[config.mk]
export PLATFORM = sky130hd
export DESIGN_NAME = holdover_ctrl
export DESIGN_NICKNAME = d
export VERILOG_FILES = /design/src/rtl/holdover_ctrl.sv
export SDC_FILE = /design/constraint.sdc
export NUM_CORES = 1
export LEC_CHECK = 0
export ABC_AREA = 1
export BUFFER_PORTS_ARGS = -buffer_cell sky130_fd_sc_hd__clkbuf_2
export CAP_MARGIN = 20
export CORE_ASPECT_RATIO = 0.75
export CORE_UTILIZATION = 60
export CTS_CLUSTER_DIAMETER = 30
export CTS_CLUSTER_SIZE = 16
export DETAILED_ROUTE_END_ITERATION = 10
export PLACE_DENSITY_LB_ADDON = 0.25
export SKIP_LAST_GASP = 1
export SLEW_MARGIN = 20
export SYNTH_ARGS = -nofsm -noshare
export SYNTH_HDL_FRONTEND = slang
export SYNTH_SLANG_ARGS = --single-unit
[constraint.sdc]
create_clock -name clk -period 5.25 [get_ports clk]
set_clock_uncertainty 0.15 [all_clocks]
set_input_delay 0.7875 -clock clk [delete_from_list [all_inputs] [get_ports clk]]
set_output_delay 0.7875 -clock clk [all_outputs]
set_load 0.01 [all_outputs]
[src/rtl/holdover_ctrl.sv]
module holdover_ctrl #(
  parameter int unsigned FW = 16,
  parameter int unsigned CW = 16,
  parameter int unsigned QW = 8,
  parameter logic [FW-1:0] NOMINAL = 16'h8000
) (
  input  logic          clk,
  input  logic          rst_n,
  input  logic          tick,
  input  logic          ref_a_ok,
  input  logic          ref_b_ok,
  input  logic          pd_lock,
  input  logic [FW-1:0] pd_word,
  input  logic [QW-1:0] qual_len,
  input  logic [CW-1:0] hold_limit,
  output logic          sel_ref,
  output logic [1:0]    state_o,
  output logic [FW-1:0] freq_o
);

  localparam logic [1:0] ST_FREE = 2'd0;
  localparam logic [1:0] ST_LOCK = 2'd1;
  localparam logic [1:0] ST_HOLD = 2'd2;

  logic [1:0]    state;
  logic [FW-1:0] held_word;
  logic [QW-1:0] qcnt;
  logic [CW-1:0] hcnt;

  wire any_ok = ref_a_ok | ref_b_ok;
  wire good   = any_ok & pd_lock;

  wire [QW:0] qnext = {1'b0, qcnt} + 1'b1;
  wire [CW:0] hnext = {1'b0, hcnt} + 1'b1;

  wire qual_done   = tick & good & (qnext >= {1'b0, qual_len});
  wire hold_expire = tick & (hnext >= {1'b0, hold_limit});

  assign state_o = state;
  assign freq_o  = (state == ST_LOCK) ? pd_word :
                   (state == ST_HOLD) ? held_word : NOMINAL;

  always_ff @(posedge clk or negedge rst_n) begin
    if (!rst_n) begin
      sel_ref <= 1'b0;
    end else if (ref_a_ok) begin
      sel_ref <= 1'b0;
    end else if (ref_b_ok) begin
      sel_ref <= 1'b1;
    end
  end

  always_ff @(posedge clk or negedge rst_n) begin
    if (!rst_n) begin
      qcnt <= '0;
    end else if (state == ST_LOCK || !good || qual_done) begin
      qcnt <= '0;
    end else if (tick && qcnt != '1) begin
      qcnt <= qcnt + 1'b1;
    end
  end

  always_ff @(posedge clk or negedge rst_n) begin
    if (!rst_n) begin
      hcnt <= '0;
    end else if (state != ST_HOLD) begin
      hcnt <= '0;
    end else if (tick && hcnt != '1) begin
      hcnt <= hcnt + 1'b1;
    end
  end

  always_ff @(posedge clk or negedge rst_n) begin
    if (!rst_n) begin
      state     <= ST_FREE;
      held_word <= NOMINAL;
    end else begin
      case (state)
        ST_LOCK: begin
          if (pd_lock) held_word <= pd_word;
          if (!good) state <= ST_HOLD;
        end
        ST_HOLD: begin
          if (qual_done) begin
            state     <= ST_LOCK;
            held_word <= pd_word;
          end else if (hold_expire) begin
            state <= ST_FREE;
          end
        end
        default: begin
          if (qual_done) begin
            state     <= ST_LOCK;
            held_word <= pd_word;
          end
        end
      endcase
    end
  end

  AST_REVERT_ACTIVE: assert property (@(posedge clk) disable iff (!rst_n)
    ref_a_ok |=> (sel_ref == 1'b0));

  AST_LOCK_ENTRY_QUALIFIED: assert property (@(posedge clk) disable iff (!rst_n)
    (state_o == ST_LOCK && $past(state_o) != ST_LOCK) |-> $past(tick && pd_lock && (ref_a_ok || ref_b_ok)));

  AST_LOSS_TO_HOLD: assert property (@(posedge clk) disable iff (!rst_n)
    (state_o == ST_LOCK && !(ref_a_ok || ref_b_ok)) |=> (state_o == ST_HOLD));

  AST_HOLD_FROZEN: assert property (@(posedge clk) disable iff (!rst_n)
    (state_o == ST_HOLD && $past(state_o) == ST_HOLD) |-> $stable(freq_o));

  AST_FREE_ON_TICK: assert property (@(posedge clk) disable iff (!rst_n)
    (state_o == ST_FREE && $past(state_o) == ST_HOLD) |-> $past(tick));

  AST_STATE_LEGAL: assert property (@(posedge clk) disable iff (!rst_n)
    state_o != 2'd3);

endmodule

* Yosys cells after proc, flatten, opt, wreduce, memory -nomap -nowiden *
Cells that the tools add are included.

storage, ports and cells
  register bits after elaboration = 43
  output and inout port bits = 19
  logic and storage cells = 52

operators by class
  multiplexer cells = 16
  reductions and logical operators = 12
  eq/ne operators = 8
  magnitude comparators = 2
  bitwise operators = 5
  $add $sub $neg = 4

operators with widths
  operator                                                               number
  16-bit two-way mux                                                     7
  16-bit by 1-bit adder with 17-bit output, second input constant        1
  17-bit by 16-bit greater-or-equal comparator with 1-bit output         1
  16-bit by 1-bit adder with 16-bit output, second input constant        1
  8-bit two-way mux                                                      2
  16-bit != test, second input constant                                  1
  8-bit by 1-bit adder with 9-bit output, second input constant          1
  9-bit by 8-bit greater-or-equal comparator with 1-bit output           1
  8-bit by 1-bit adder with 8-bit output, second input constant          1
  2-bit two-way mux                                                      4
  8-bit != test, second input constant                                   1
  2-bit nonzero test                                                     4
  2-bit != test, second input constant                                   3
  1-bit AND                                                              4
  2-bit case mux with 2 select lines                                     1
  3-bit != test, second input constant                                   1
  3-bit AND reduction                                                    1
  3-bit nonzero test                                                     1
  2-bit by 1-bit equality test with 1-bit output, second input constant  1
  2-bit equality test, second input constant                             1
  1-bit logical AND                                                      2
  1-bit logical OR                                                       2
  1-bit two-way mux                                                      2
  2-bit AND reduction                                                    1
  2 further kinds                                                        2

* Depth between registers and ports, before layout *
Gate-level depths: netlist of run 1.

  depth after elaboration = 6
  depth in mapped cells = 22
  gate-level depth less buffers = 22

* Worst setup path before layout of run 1 *
OpenSTA, ideal clock, no wires.

  kind = register -> register
  start = register hcnt[0]
  end = register state[0], in the netlist state_o[0]
  data arrival time = 2,420 ps
  path buffers = 0
  slack = 2,562 ps
  cell stages (with the launch flop) = 20
  clock period less this slack = 2,688 ps
  path through = dfrtp_1 > ha_1 > nand3_1 > nor2_1 > nand4_1 > nor2_1 > nand3_1 > xor2_1 > inv_1 > ha_1 > a21oi_1 > or2_2 > nand3b_1 > nor2_1 > nand2_1 > nand2_1 > nand2_1 > nand2_1 > nand2_1 > nand2_1

on the way
  cells in the longest elaborated chain, start to end = 5

RTL lines
  item                                                            RTL line  text
  start, declared                                                 28        logic [CW-1:0] hcnt;
  start signal, assigned                                          69        hcnt <= hcnt + 1'b1;
  16-bit by 1-bit adder with 17-bit output                        34        wire [CW:0] hnext = {1'b0, hcnt} + 1'b1;
  17-bit by 16-bit greater-or-equal comparator with 1-bit output  37        wire hold_expire = tick & (hnext >= {1'b0, hold_limit});
  1-bit AND                                                       37
  3-bit != test (no source line)                                  --
  3-bit AND reduction (no source line)                            --
  end signal, assigned                                            75        state <= ST_FREE;
  end signal, assigned                                            81        if (!good) state <= ST_HOLD;
  end signal, assigned                                            85        state <= ST_LOCK;
  end, declared                                                   25        logic [1:0] state;

Every way passes these cells.
A chain may end at the register's enable or synchronous reset.

* Final worst setup path of run 1 *
  start = register hcnt[0]
  end = register state[1], in the netlist state_o[1]

The elaborated chain is that of the path after synthesis.

==> flow_metrics.py, run 1 <==
metrics = {
    "worst_setup_path": {
        "cp.required_ns": 5.29,
        "worstPathMaxFanout": 5,
        "worstSetupPathType": "reg2reg",
        "cpPeakStageDelay_ns": 0.44,
        "r2r_start": "hcnt[0]",
        "cp_top_family": "simple AND/OR/NAND/NOR gates",
        "crit_cells": 19,
        "start_kind": "flop",
        "regToRegSetupSlack_ns": 2.17,
        "end_kind": "flop",
        "rr_endpoint": "state_o[1]",
        "path_cells": "ha_1, nand3_1, nor2_1, nand4_1, nor2_1, nand3_1, xor2_1, inv_1, ha_1, a21oi_1, or2_2, nand3b_1, nor2_1, nand2_1, nand2_1, nand2_1, nand2_1, nand2_1, nand2_1",
        "critPathSlowestCell": "dfrtp_1",
        "critPathBufInv": 1,
        "cp_data_arrival_time_ns": 3.12,
        "r2r_cells": 19,
        "crit_top_cell": "nand2_1",
    },
    "global_routing": {
        "overflow": 0,
        "busiest_layer": "met2",
        "grt_pass1_wl_mm": 11.58,
        "grt_pass1_vias": 2590,
        "grt_max_degree": 44,
        "grtUsageMet2_pct": 43.19,
        "grtUsageTotal_pct": 27.44,
        "grtUsageMet3_pct": 4.910,
        "antenna_found_initial": 0,
        "grtUsageMet1_pct": 38.96,
    },
    "synth": {
        "async_reset_ff_share_pct": 100.0,
        "synth-seq-cells": 43,
        "yosys-top-cells-count": "nand2_1 (107), inv_1 (67), dfrtp_1 (42), nand3_1 (28), nor2_1 (27)",
        "yosys_warnings": 0,
        "synth-edff-count": 0,
        "ys.flop_type": "dfrtp_1",
        "seq_area_frac_synth_pct": 34.91,
        "yosysUniqueCellTypes": 35,
        "syn_avg_cell_area_um2": 7.618,
        "synthMostInstantiatedCell": "nand2_1",
        "yosysTopAreaCellShare_pct": 34.06,
        "synth_top_cell_by_area": "dfrtp_1",
        "syn_area_um2": 3085,
        "synth.net_count": 477,
        "yosys-top-cells-area": "dfrtp_1 (34%), nand2_1 (13%), ha_1 (11%)",
        "synthCells": 405,
    },
    "timing": {
        "relSlewSlack_pct": 32.11,
        "drv_slew": 0,
        "timing.fmax_mhz": 325.1,
        "worstMarginPinSlew_ns": 1.015,
        "hold_violations": 0,
        "setup-tns-final_ns": 0,
        "finalSetupViolCount": 0,
        "fin_crit_ns": 3.076,
        "finalCritPeriodShare_pct": 58.60,
        "rsz0062_at_grt": "no",
    },
    "drt": {
        "wirelength_mm": 6.833,
        "dr_total_vias": 2815,
        "firstDrtPassIters": 8,
        "drtIter0Drc": 152,
        "via_per_inst": 5.311,
        "route.detailed.drc": 3,
        "wire_per_inst_um": 12.89,
        "ant_nets": 0,
    },
    "worst_hold_path": {
        "holdPathEnd": "held_word[15]",
        "min-delay-start": "held_word[15]",
        "min_path_type": "reg2reg",
        "worstHoldPathCells": 2,
    },
    "place": {
        "globalplace.congestion": 0.8613,
        "hpwl_mm": 5.352,
        "port_buffers": 64,
        "dpl.cell_count": 522,
    },
    "floorplan": {
        "core_um2": 4927,
        "start_util_pct": 62.62,
        "die_area_um2": 5436,
        "io_pins": 65,
        "fp.dieW_um": 84.81,
        "rows": 22,
        "die_y_um": 64.11,
    },
    "layout": {
        "nets": 541,
        "fin_cells": 530,
        "drive_above_1_share_pct": 20.43,
        "diodes": 0,
        "syn_to_final_growth_pct": 14.44,
    },
    "outcome": {
        "violations": "DRC",
        "status": "finished with violations",
    },
    "clock_tree": {
        "clk_latency_ns": 0.30,
        "cts_sinks": 43,
        "ctsResizeCount": 0,
        "cts_tree": "done",
        "cts_buffer_depth": 2,
        "cts_root_buf": "clkbuf_8",
        "post-cts-setup-buffers": 0,
        "htreeDepth": 2,
        "cts_hold_buf": 0,
        "cts_buffers": 5,
        "path_clk_slew_ns": 0.08,
    },
    "power_and_ir_drop": {
        "p_leak_uw": 0.002081,
        "p_per_area_nw_per_um2": 235.2,
        "p_total_uw": 830.3,
        "ir_worst_vdd_uv": 210.8,
    },
    "flow_run": {
        "cap_violations": 0,
    },
}
report_power, final:
part / leakage [uW] / total (uW) / internal, uW / switching (uW)
sequential: 0.000578 / 419 / 386 / 33.4
combinational: 0.00145 / 195 / 79.1 / 116
clock: 0.0000482 / 216 / 106 / 110
per-layer routing:
| layer | vias to the layer above | wire length [um] |
|---|---|---|
| met1 | 1261 | 3253 |
| met3 | 12 | 463 |
| met2 | 112 | 3021 |
| met4 | 0 | 93 |
| li1 | 1430 | - |
| met5 | - | 0 |
cells by family after synthesis:
kind of cell	count (synthesis)	share of synthesized area, %
xor+xnor	15	4.745
compound gates	54	12.17
flops	43	34.92
buf+inv	77	9.854
fa+ha+maj	26	10.54
simple gates	190	27.78
placed cells by master, fill, tap and decap left out, drive strengths merged:
master / synthesis / final
nor2: 31 / 31
nand3: 31 / 31
or4: 1 / 1
buf: 5 / 1
nand4: 4 / 4
clkbuf: 2 / 70
a22o: 17 / 17
clkinv: 0 / 1
dfstp: 1 / 1
o22ai: 10 / 10
nand2: 112 / 112
dfrtp: 42 / 42
o21ai: 7 / 7
a21o: 3 / 3
o21a: 1 / 1
a21oi: 16 / 16
xor2: 15 / 15
nand3b: 2 / 2
nor3: 7 / 7
or2: 2 / 2
ha: 26 / 26
inv: 70 / 70
area by class of cell:
class | count | area, um^2
Clock inverter | 1 | 5.005
Tap cell | 60 | 75.07
Timing Repair Buffer | 64 | 320.3
Sequential cell | 43 | 1077
Multi-Input combinational cell | 285 | 1704
Inverter | 70 | 262.8
Fill cell | 422 | 1396
Clock buffer | 7 | 86.33
worst reg2reg max path: stages (launching register included):
cell	delay (ns)
dfrtp_1	0.44
ha_1	0.21
nand3_1	0.13
nor2_1	0.20
nand4_1	0.20
nor2_1	0.18
nand3_1	0.10
xor2_1	0.17
inv_1	0.06
ha_1	0.28
a21oi_1	0.05
or2_2	0.26
nand3b_1	0.08
nor2_1	0.05
nand2_1	0.07
nand2_1	0.04
nand2_1	0.08
nand2_1	0.07
nand2_1	0.07
nand2_1	0.05
worst max path at each step:
stage	startpoint	to
4_1_cts	state_o[1]	freq_o[15]
2_1_floorplan	hcnt[0]	state_o[0]
3_5_place_dp	hcnt[0]	state_o[1]
3_3_place_gp	hcnt[0]	state_o[0]
6_report	hcnt[0]	state_o[1]
5_1_grt	hcnt[0]	state_o[1]
per-stage QoR:
stage	utilization, %	hold slack [ns]	setup slack [ns]	area (um^2)
2_1_floorplan	-	0.3142	2.562	3085
3_3_place_gp	69.81	0.3257	2.385	3440
6_report	71.66	0.3486	2.174	3531
4_1_cts	71.66	0.3491	2.165	3531
3_5_place_dp	69.81	0.3359	2.223	3440
5_1_grt	71.66	0.3681	1.828	3531
sequential cells by signal, indices dropped and copies added, names as in the netlist:
name and count:
hcnt 16, held_word 16, qcnt 8, state_o 2, sel_ref 1
No activity file was read; power rests on OpenSTA's default activity.
==> run 2: changes to the inputs <==
--- a/config.mk
+++ b/config.mk
@@ -9,7 +9,7 @@
 export BUFFER_PORTS_ARGS = -buffer_cell sky130_fd_sc_hd__clkbuf_2
 export CAP_MARGIN = 20
 export CORE_ASPECT_RATIO = 0.75
-export CORE_UTILIZATION = 60
+export CORE_UTILIZATION = 55
 export CTS_CLUSTER_DIAMETER = 30
 export CTS_CLUSTER_SIZE = 16
 export DETAILED_ROUTE_END_ITERATION = 10
==> constraint.sdc (replaced) <==
create_clock -name clk -period 3.03 [get_ports clk]
set_clock_uncertainty 0.15 [all_clocks]
set_input_delay 0.4545 -clock clk [delete_from_list [all_inputs] [get_ports clk]]
set_output_delay 0.4545 -clock clk [all_outputs]
set_load 0.01 [all_outputs]
==> run 2 against run 1 <==
  * Die area increased by 8.8%
  * Clock-buffer cell count unchanged
  * Largest power group unchanged
  * Non-clock buffer count up 10
  * First-iteration DRC count up 41%
  * Sequential cell count unchanged
  * Sequential share of layout area is 1.1 points lower
  * Critical path depth down 1
  * Final cell count grew 4.7%
  * Fmax up 3.7%
  * Register-to-register slack worse by 2.1 ns
  * Hold slack worse by 0.30 ns
  * The run now ends clean
==> flow_metrics.py, run 2 (same netlist as run 1, synthesis figures left out) <==
metrics = {
    "layout": {
        "layout_commonest_cell": "nand2_1",
        "final_cell_mix": "nand2_1 (105), inv_1 (67), clkbuf_2 (64)",
        "syn_to_final_growth_pct": 18.98,
        "fin_util_pct": 68.22,
        "drive_above_1_share_pct": 23.75,
        "nets": 551,
        "largestRegisters": "hcnt x16, held_word x16, qcnt x8",
        "diodes": 0,
    },
    "global_routing": {
        "overflow": 0,
        "grt_max_degree": 32,
        "grt_pass1_vias": 2610,
        "grt_pass1_wl_mm": 11.24,
        "grtUsageTotal_pct": 25.36,
        "antenna_found_initial": 0,
    },
    "power_and_ir_drop": {
        "p_seq_share_pct": 51.2,
        "switching_share_pct": 31.47,
        "p_total_uw": 1419,
        "pwr-share-comb_pct": 24.3,
        "ir_worst_vdd_uv": 260.4,
        "p_per_area_nw_per_um2": 386.5,
        "p_switching_uw": 446.5,
        "p_leak_uw": 0.002121,
        "power_frac_clock_pct": 24.5,
        "cell_internal_pwr_uw": 972.3,
    },
    "timing": {
        "relSlewSlack_pct": 31.73,
        "fin_ws_ns": 0.06233,
        "finalCritPeriodShare_pct": 97.94,
        "finalSetupViolCount": 0,
        "whs_ns": 0.05219,
        "timing.fmax_mhz": 337.0,
        "worstMarginPinSlew_ns": 1.020,
        "fin_crit_ns": 2.968,
        "hold_violations": 0,
        "drv_slew": 0,
    },
    "worst_setup_path": {
        "start_kind": "flop",
        "worstSetupPathType": "reg2reg",
        "end_kind": "flop",
        "crit_top_cell": "nand2_1",
        "critPathSlowestCell": "dfrtp_1",
        "cpPeakStageDelay_ns": 0.44,
        "cp_top_family": "simple AND/OR/NAND/NOR gates",
        "critPathBufInv": 0,
        "worstPathMaxFanout": 3,
        "cp_data_arrival_time_ns": 3.01,
        "path_cells": "nand3_2, nor3_4, nand4_2, or2_4, nor2_4, xor2_2, ha_1, nand3_1, nor2_1, nand3_1, nand3b_1, nor2_1, nand2_1, nand2_1, nand2_2, nand2_2, nand2_1, nand2_1",
        "cp.required_ns": 3.07,
    },
    "drt": {
        "route.detailed.drc": 0,
        "drt-met1-wl_mm": 3.297,
        "top_layer_used": "met4",
        "dr_total_vias": 2859,
        "firstDrtPassIters": 4,
        "drtIter0Drc": 215,
        "ant_nets": 0,
        "wirelength_mm": 7.111,
        "wire_per_inst_um": 12.81,
        "dr_wl_met3_um": 387,
        "via_per_inst": 5.151,
        "met2_length_mm": 3.325,
    },
    "floorplan": {
        "rows": 23,
        "die_y_um": 66.87,
        "io_pins": 65,
        "core_um2": 5381,
        "die_area_um2": 5917,
        "fp.dieW_um": 88.49,
        "start_util_pct": 57.34,
    },
    "place": {
        "pre_cts_ws_ns": 0.02579,
        "globalplace.congestion": 0.9075,
        "port_buffers": 64,
        "hpwl_mm": 5.443,
    },
    "clock_tree": {
        "cts_tree": "done",
        "clk_latency_ns": 0.30,
        "path_clk_slew_ns": 0.08,
        "cts_buffers": 5,
        "cts_root_buf": "clkbuf_8",
        "cts_sinks": 43,
        "htreeDepth": 2,
        "cts_buffer_depth": 2,
    },
    "outcome": {
        "status": "finished clean",
    },
    "worst_hold_path": {
        "min_path_type": "in2async",
    },
    "flow_run": {
        "cap_violations": 0,
    },
}
## run 2: cell count changes in the layout (fill, tap and decap cells not counted), moves of 2 or more
| cell | before | now |
|---|---|---|
| nor2_1 | 27 | 25 |
| nand2_2 | 4 | 6 |
| ha_4 | 0 | 2 |
| ha_1 | 26 | 24 |
| buf_4 | 0 | 10 |
| nand2_1 | 107 | 105 |
## run 2: worst paths after layout
check                              start             to  slack (ns)  cells past startpoint
max                              hcnt[1]     state_o[1]        0.06                     18
min                                rst_n        hcnt[2]        0.05                      1
max reg2reg                      hcnt[1]     state_o[1]        0.06                     18
min reg2reg                held_word[15]  held_word[15]        0.34                      2
max in group asynchronous          rst_n  held_word[15]        2.00                      2
min in group clk                ref_a_ok        sel_ref        0.18                      2
## run 2: worst reg2reg max path: cells and delay by family (launching register included)
family                     cells  cell delay [ns]
DFF                            1             0.44
and+or+nand+nor               16             1.84
adders and majority gates      1             0.32
xor gates and xnor gates       1             0.09
## run 2: final cells by class
cell class              count  area [um^2]
well taps                  75        93.84
clock buffers               7        76.32
fillers                   472         1710
repair buffers             74        395.4
clock inverters             1        5.005
multi-input cells         285         1759
flip-flops and latches     43         1079
inverters                  70        262.8
## run 2: power by group through the flow
stage | Sequential (uW) | Combinational, uW | Clock (uW)
6_report | 727 | 344 | 348
2_1_floorplan | 721 | 222 | 0
4_1_cts | 724 | 341 | 359
5_1_grt | 736 | 390 | 386
3_3_place_gp | 732 | 327 | 0
3_5_place_dp | 733 | 341 | 0
## run 2: repair_timing
| action | in CTS | in global routing |
|---|---|---|
| hold buffers | 0 | 0 |
| setup buffers | 0 | 7 |
| endpoints found under the setup margin | 2 | 2 |
| pin swaps | 0 | 12 |
| gates resized for setup | 1 | 12 |
## run 2: through the flow
stage | instance area, um^2 | setup TNS [ns] | cells
3_3_place_gp | 3481 | 0 | 540
2_1_floorplan | 3085 | 0 | 405
5_1_grt | 3671 | -0.1682 | 555
3_5_place_dp | 3481 | 0 | 540
6_report | 3671 | 0 | 555
4_1_cts | 3565 | 0 | 548
## run 2: routing by layer
metal,global-route usage [%],vias up
met2,39.81,91
met5,0,-
met1,35.10,1308
li1,-,1451
met4,9.274,0
met3,4.461,9
==> run 3: changes to the inputs <==
--- a/config.mk
+++ b/config.mk
@@ -14,6 +14,7 @@
 export CTS_CLUSTER_SIZE = 16
 export DETAILED_ROUTE_END_ITERATION = 10
 export PLACE_DENSITY_LB_ADDON = 0.25
+export RECOVER_POWER = 25
 export SKIP_LAST_GASP = 1
 export SLEW_MARGIN = 20
 export SYNTH_ARGS = -nofsm -noshare
==> run 3 against run 2 <==
  * The run now ends with capacitance limit, slew limit left
  * Critical path depth unchanged
  * Hold slack improved by 0.13 ns
  * Critical path type unchanged
  * Design area is essentially flat
  * Global-route usage did not move
  * Non-clock buffer count is the same
  * Total power is essentially flat
  * Combinational power barely moved
  * Highest routed layer unchanged
==> flow_metrics.py, run 3 (same netlist as run 1, synthesis figures left out) <==
metrics = {
    "clock_tree": {
        "cts_tree": "done",
        "htreeDepth": 2,
        "cts_root_buf": "clkbuf_8",
        "cts_buffer_depth": 2,
        "cts_sinks": 43,
        "cts_buffers": 5,
        "path_clk_slew_ns": 0.08,
        "clk_latency_ns": 0.30,
    },
    "timing": {
        "setup-tns-final_ns": 0,
        "relSlewSlack_pct": -4.235,
        "drv_slew": 32,
        "timing.fmax_mhz": 337.5,
        "finalSetupViolCount": 0,
        "fin_ws_ns": 0.06671,
        "worstMarginPinSlew_ns": 1.564,
        "finalCritPeriodShare_pct": 97.80,
        "hold_violations": 0,
        "fin_crit_ns": 2.963,
        "whs_ns": 0.1824,
    },
    "global_routing": {
        "grt_pass1_wl_mm": 11.24,
        "grt_max_degree": 32,
        "overflow": 0,
        "grtUsageTotal_pct": 25.36,
        "grt_pass1_vias": 2610,
        "antenna_found_initial": 0,
    },
    "worst_hold_path": {
        "min_path_type": "in2reg",
        "worstHoldPathCells": 2,
        "min-delay-start": "ref_a_ok",
        "holdPathEnd": "sel_ref",
    },
    "worst_setup_path": {
        "end_kind": "flop",
        "r2r_cells": 18,
        "worstPathMaxFanout": 3,
        "start_kind": "flop",
        "worstSetupPathType": "reg2reg",
        "rr_endpoint": "state_o[1]",
        "cp_data_arrival_time_ns": 3.00,
        "cp.required_ns": 3.07,
        "regToRegSetupSlack_ns": 0.07,
        "r2r_start": "hcnt[1]",
    },
    "power_and_ir_drop": {
        "p_per_area_nw_per_um2": 386.5,
        "ir_worst_vdd_uv": 260.0,
        "power_frac_clock_pct": 24.6,
        "pwr-share-comb_pct": 24.2,
        "switching_share_pct": 31.46,
        "cell_internal_pwr_uw": 972.1,
        "p_seq_share_pct": 51.2,
        "p_switching_uw": 446.2,
        "p_leak_uw": 0.002118,
    },
    "layout": {
        "syn_to_final_growth_pct": 18.94,
        "nets": 551,
        "layout_commonest_cell": "nand2_1",
        "drive_above_1_share_pct": 23.54,
        "largestRegisters": "hcnt x16, held_word x16, qcnt x8",
        "diodes": 0,
        "final_cell_mix": "nand2_1 (105), inv_1 (67), clkbuf_2 (63)",
        "n_fill_cell": 473,
    },
    "drt": {
        "route.detailed.drc": 0,
        "firstDrtPassIters": 4,
        "wire_per_inst_um": 12.76,
        "via_per_inst": 5.148,
        "drtIter0Drc": 209,
        "ant_nets": 0,
        "dr_total_vias": 2857,
        "wirelength_mm": 7.080,
    },
    "outcome": {
        "status": "finished with violations",
        "violations": "capacitance limit, slew limit",
    },
    "place": {
        "globalplace.congestion": 0.9075,
        "hpwl_mm": 5.443,
        "pre_cts_ws_ns": 0.02579,
        "port_buffers": 64,
    },
    "flow_run": {
        "cap_violations": 1,
    },
    "floorplan": {
        "die_y_um": 66.87,
        "io_pins": 65,
        "fp.dieW_um": 88.49,
        "core_um2": 5381,
        "start_util_pct": 57.34,
        "die_area_um2": 5917,
        "rows": 23,
    },
}
-- run 3: power by group through the flow --
stage	Combinational [uW]	Sequential (uW)	Clock [uW]
floorplan	222	721	0
global placement	327	732	0
detailed placement	341	733	0
CTS	341	724	359
global route	390	736	386
finish	344	726	348
-- run 3: routing by layer --
| layer | track usage (%) | routed length, um | up-vias |
|---|---|---|---|
| met5 | 0 | 0 | - |
| met4 | 9.274 | 99 | 0 |
| met3 | 4.461 | 375 | 9 |
| met2 | 39.81 | 3295 | 84 |
| met1 | 35.10 | 3309 | 1313 |
| li1 | - | - | 1451 |
-- run 3: layout make-up --
cell class              count  area [um^2]  area share, %
multi-input cells         285         1759          47.94
flip-flops and latches     43         1079          29.39
repair buffers             74        394.1          10.74
inverters                  70        262.8          7.160
well taps                  75        93.84          2.557
clock buffers               7        76.32          2.080
clock inverters             1        5.005         0.1364
-- run 3: per-stage QoR --
step	power, uW	utilization [%]	instance area [um^2]	instances
after floorplan	943.3	-	3085	405
after global placement	1060	64.68	3481	540
after detailed placement	1074	64.68	3481	540
after CTS	1424	66.24	3565	548
after global routing	1512	68.19	3670	555
final	1418	68.19	3670	555
-- run 3: how the worst max path moves through the flow --
stage / startpoint / endpoint / cells after the start
after CTS: hcnt[0] / state_o[1] / 19
after global placement: hcnt[0] / state_o[0] / 19
after floorplan: hcnt[0] / state_o[0] / 19
after global routing: hcnt[1] / state_o[1] / 18
after detailed placement: hcnt[0] / state_o[1] / 19
final: hcnt[1] / state_o[1] / 18
-- run 3: repair_timing --
action | CTS | global route
resized for setup | 1 | 12
setup endpoints to repair | 2 | 2
pin swaps | 0 | 12
setup buffers | 0 | 7
hold buffers | 0 | 0
-- run 3: worst max-delay path, stage by stage, from the launching register on --
cell and delay [ns]:
dfrtp_1 0.45, nand3_2 0.15, nor3_4 0.25, nand4_2 0.16, or2_4 0.31, nor2_4 0.14
xor2_2 0.09, ha_1 0.32, nand3_1 0.11, nor2_1 0.10, nand3_1 0.08, nand3b_1 0.11
nor2_1 0.05, nand2_1 0.06, nand2_1 0.06, nand2_2 0.08, nand2_2 0.06, nand2_1 0.07
nand2_1 0.05
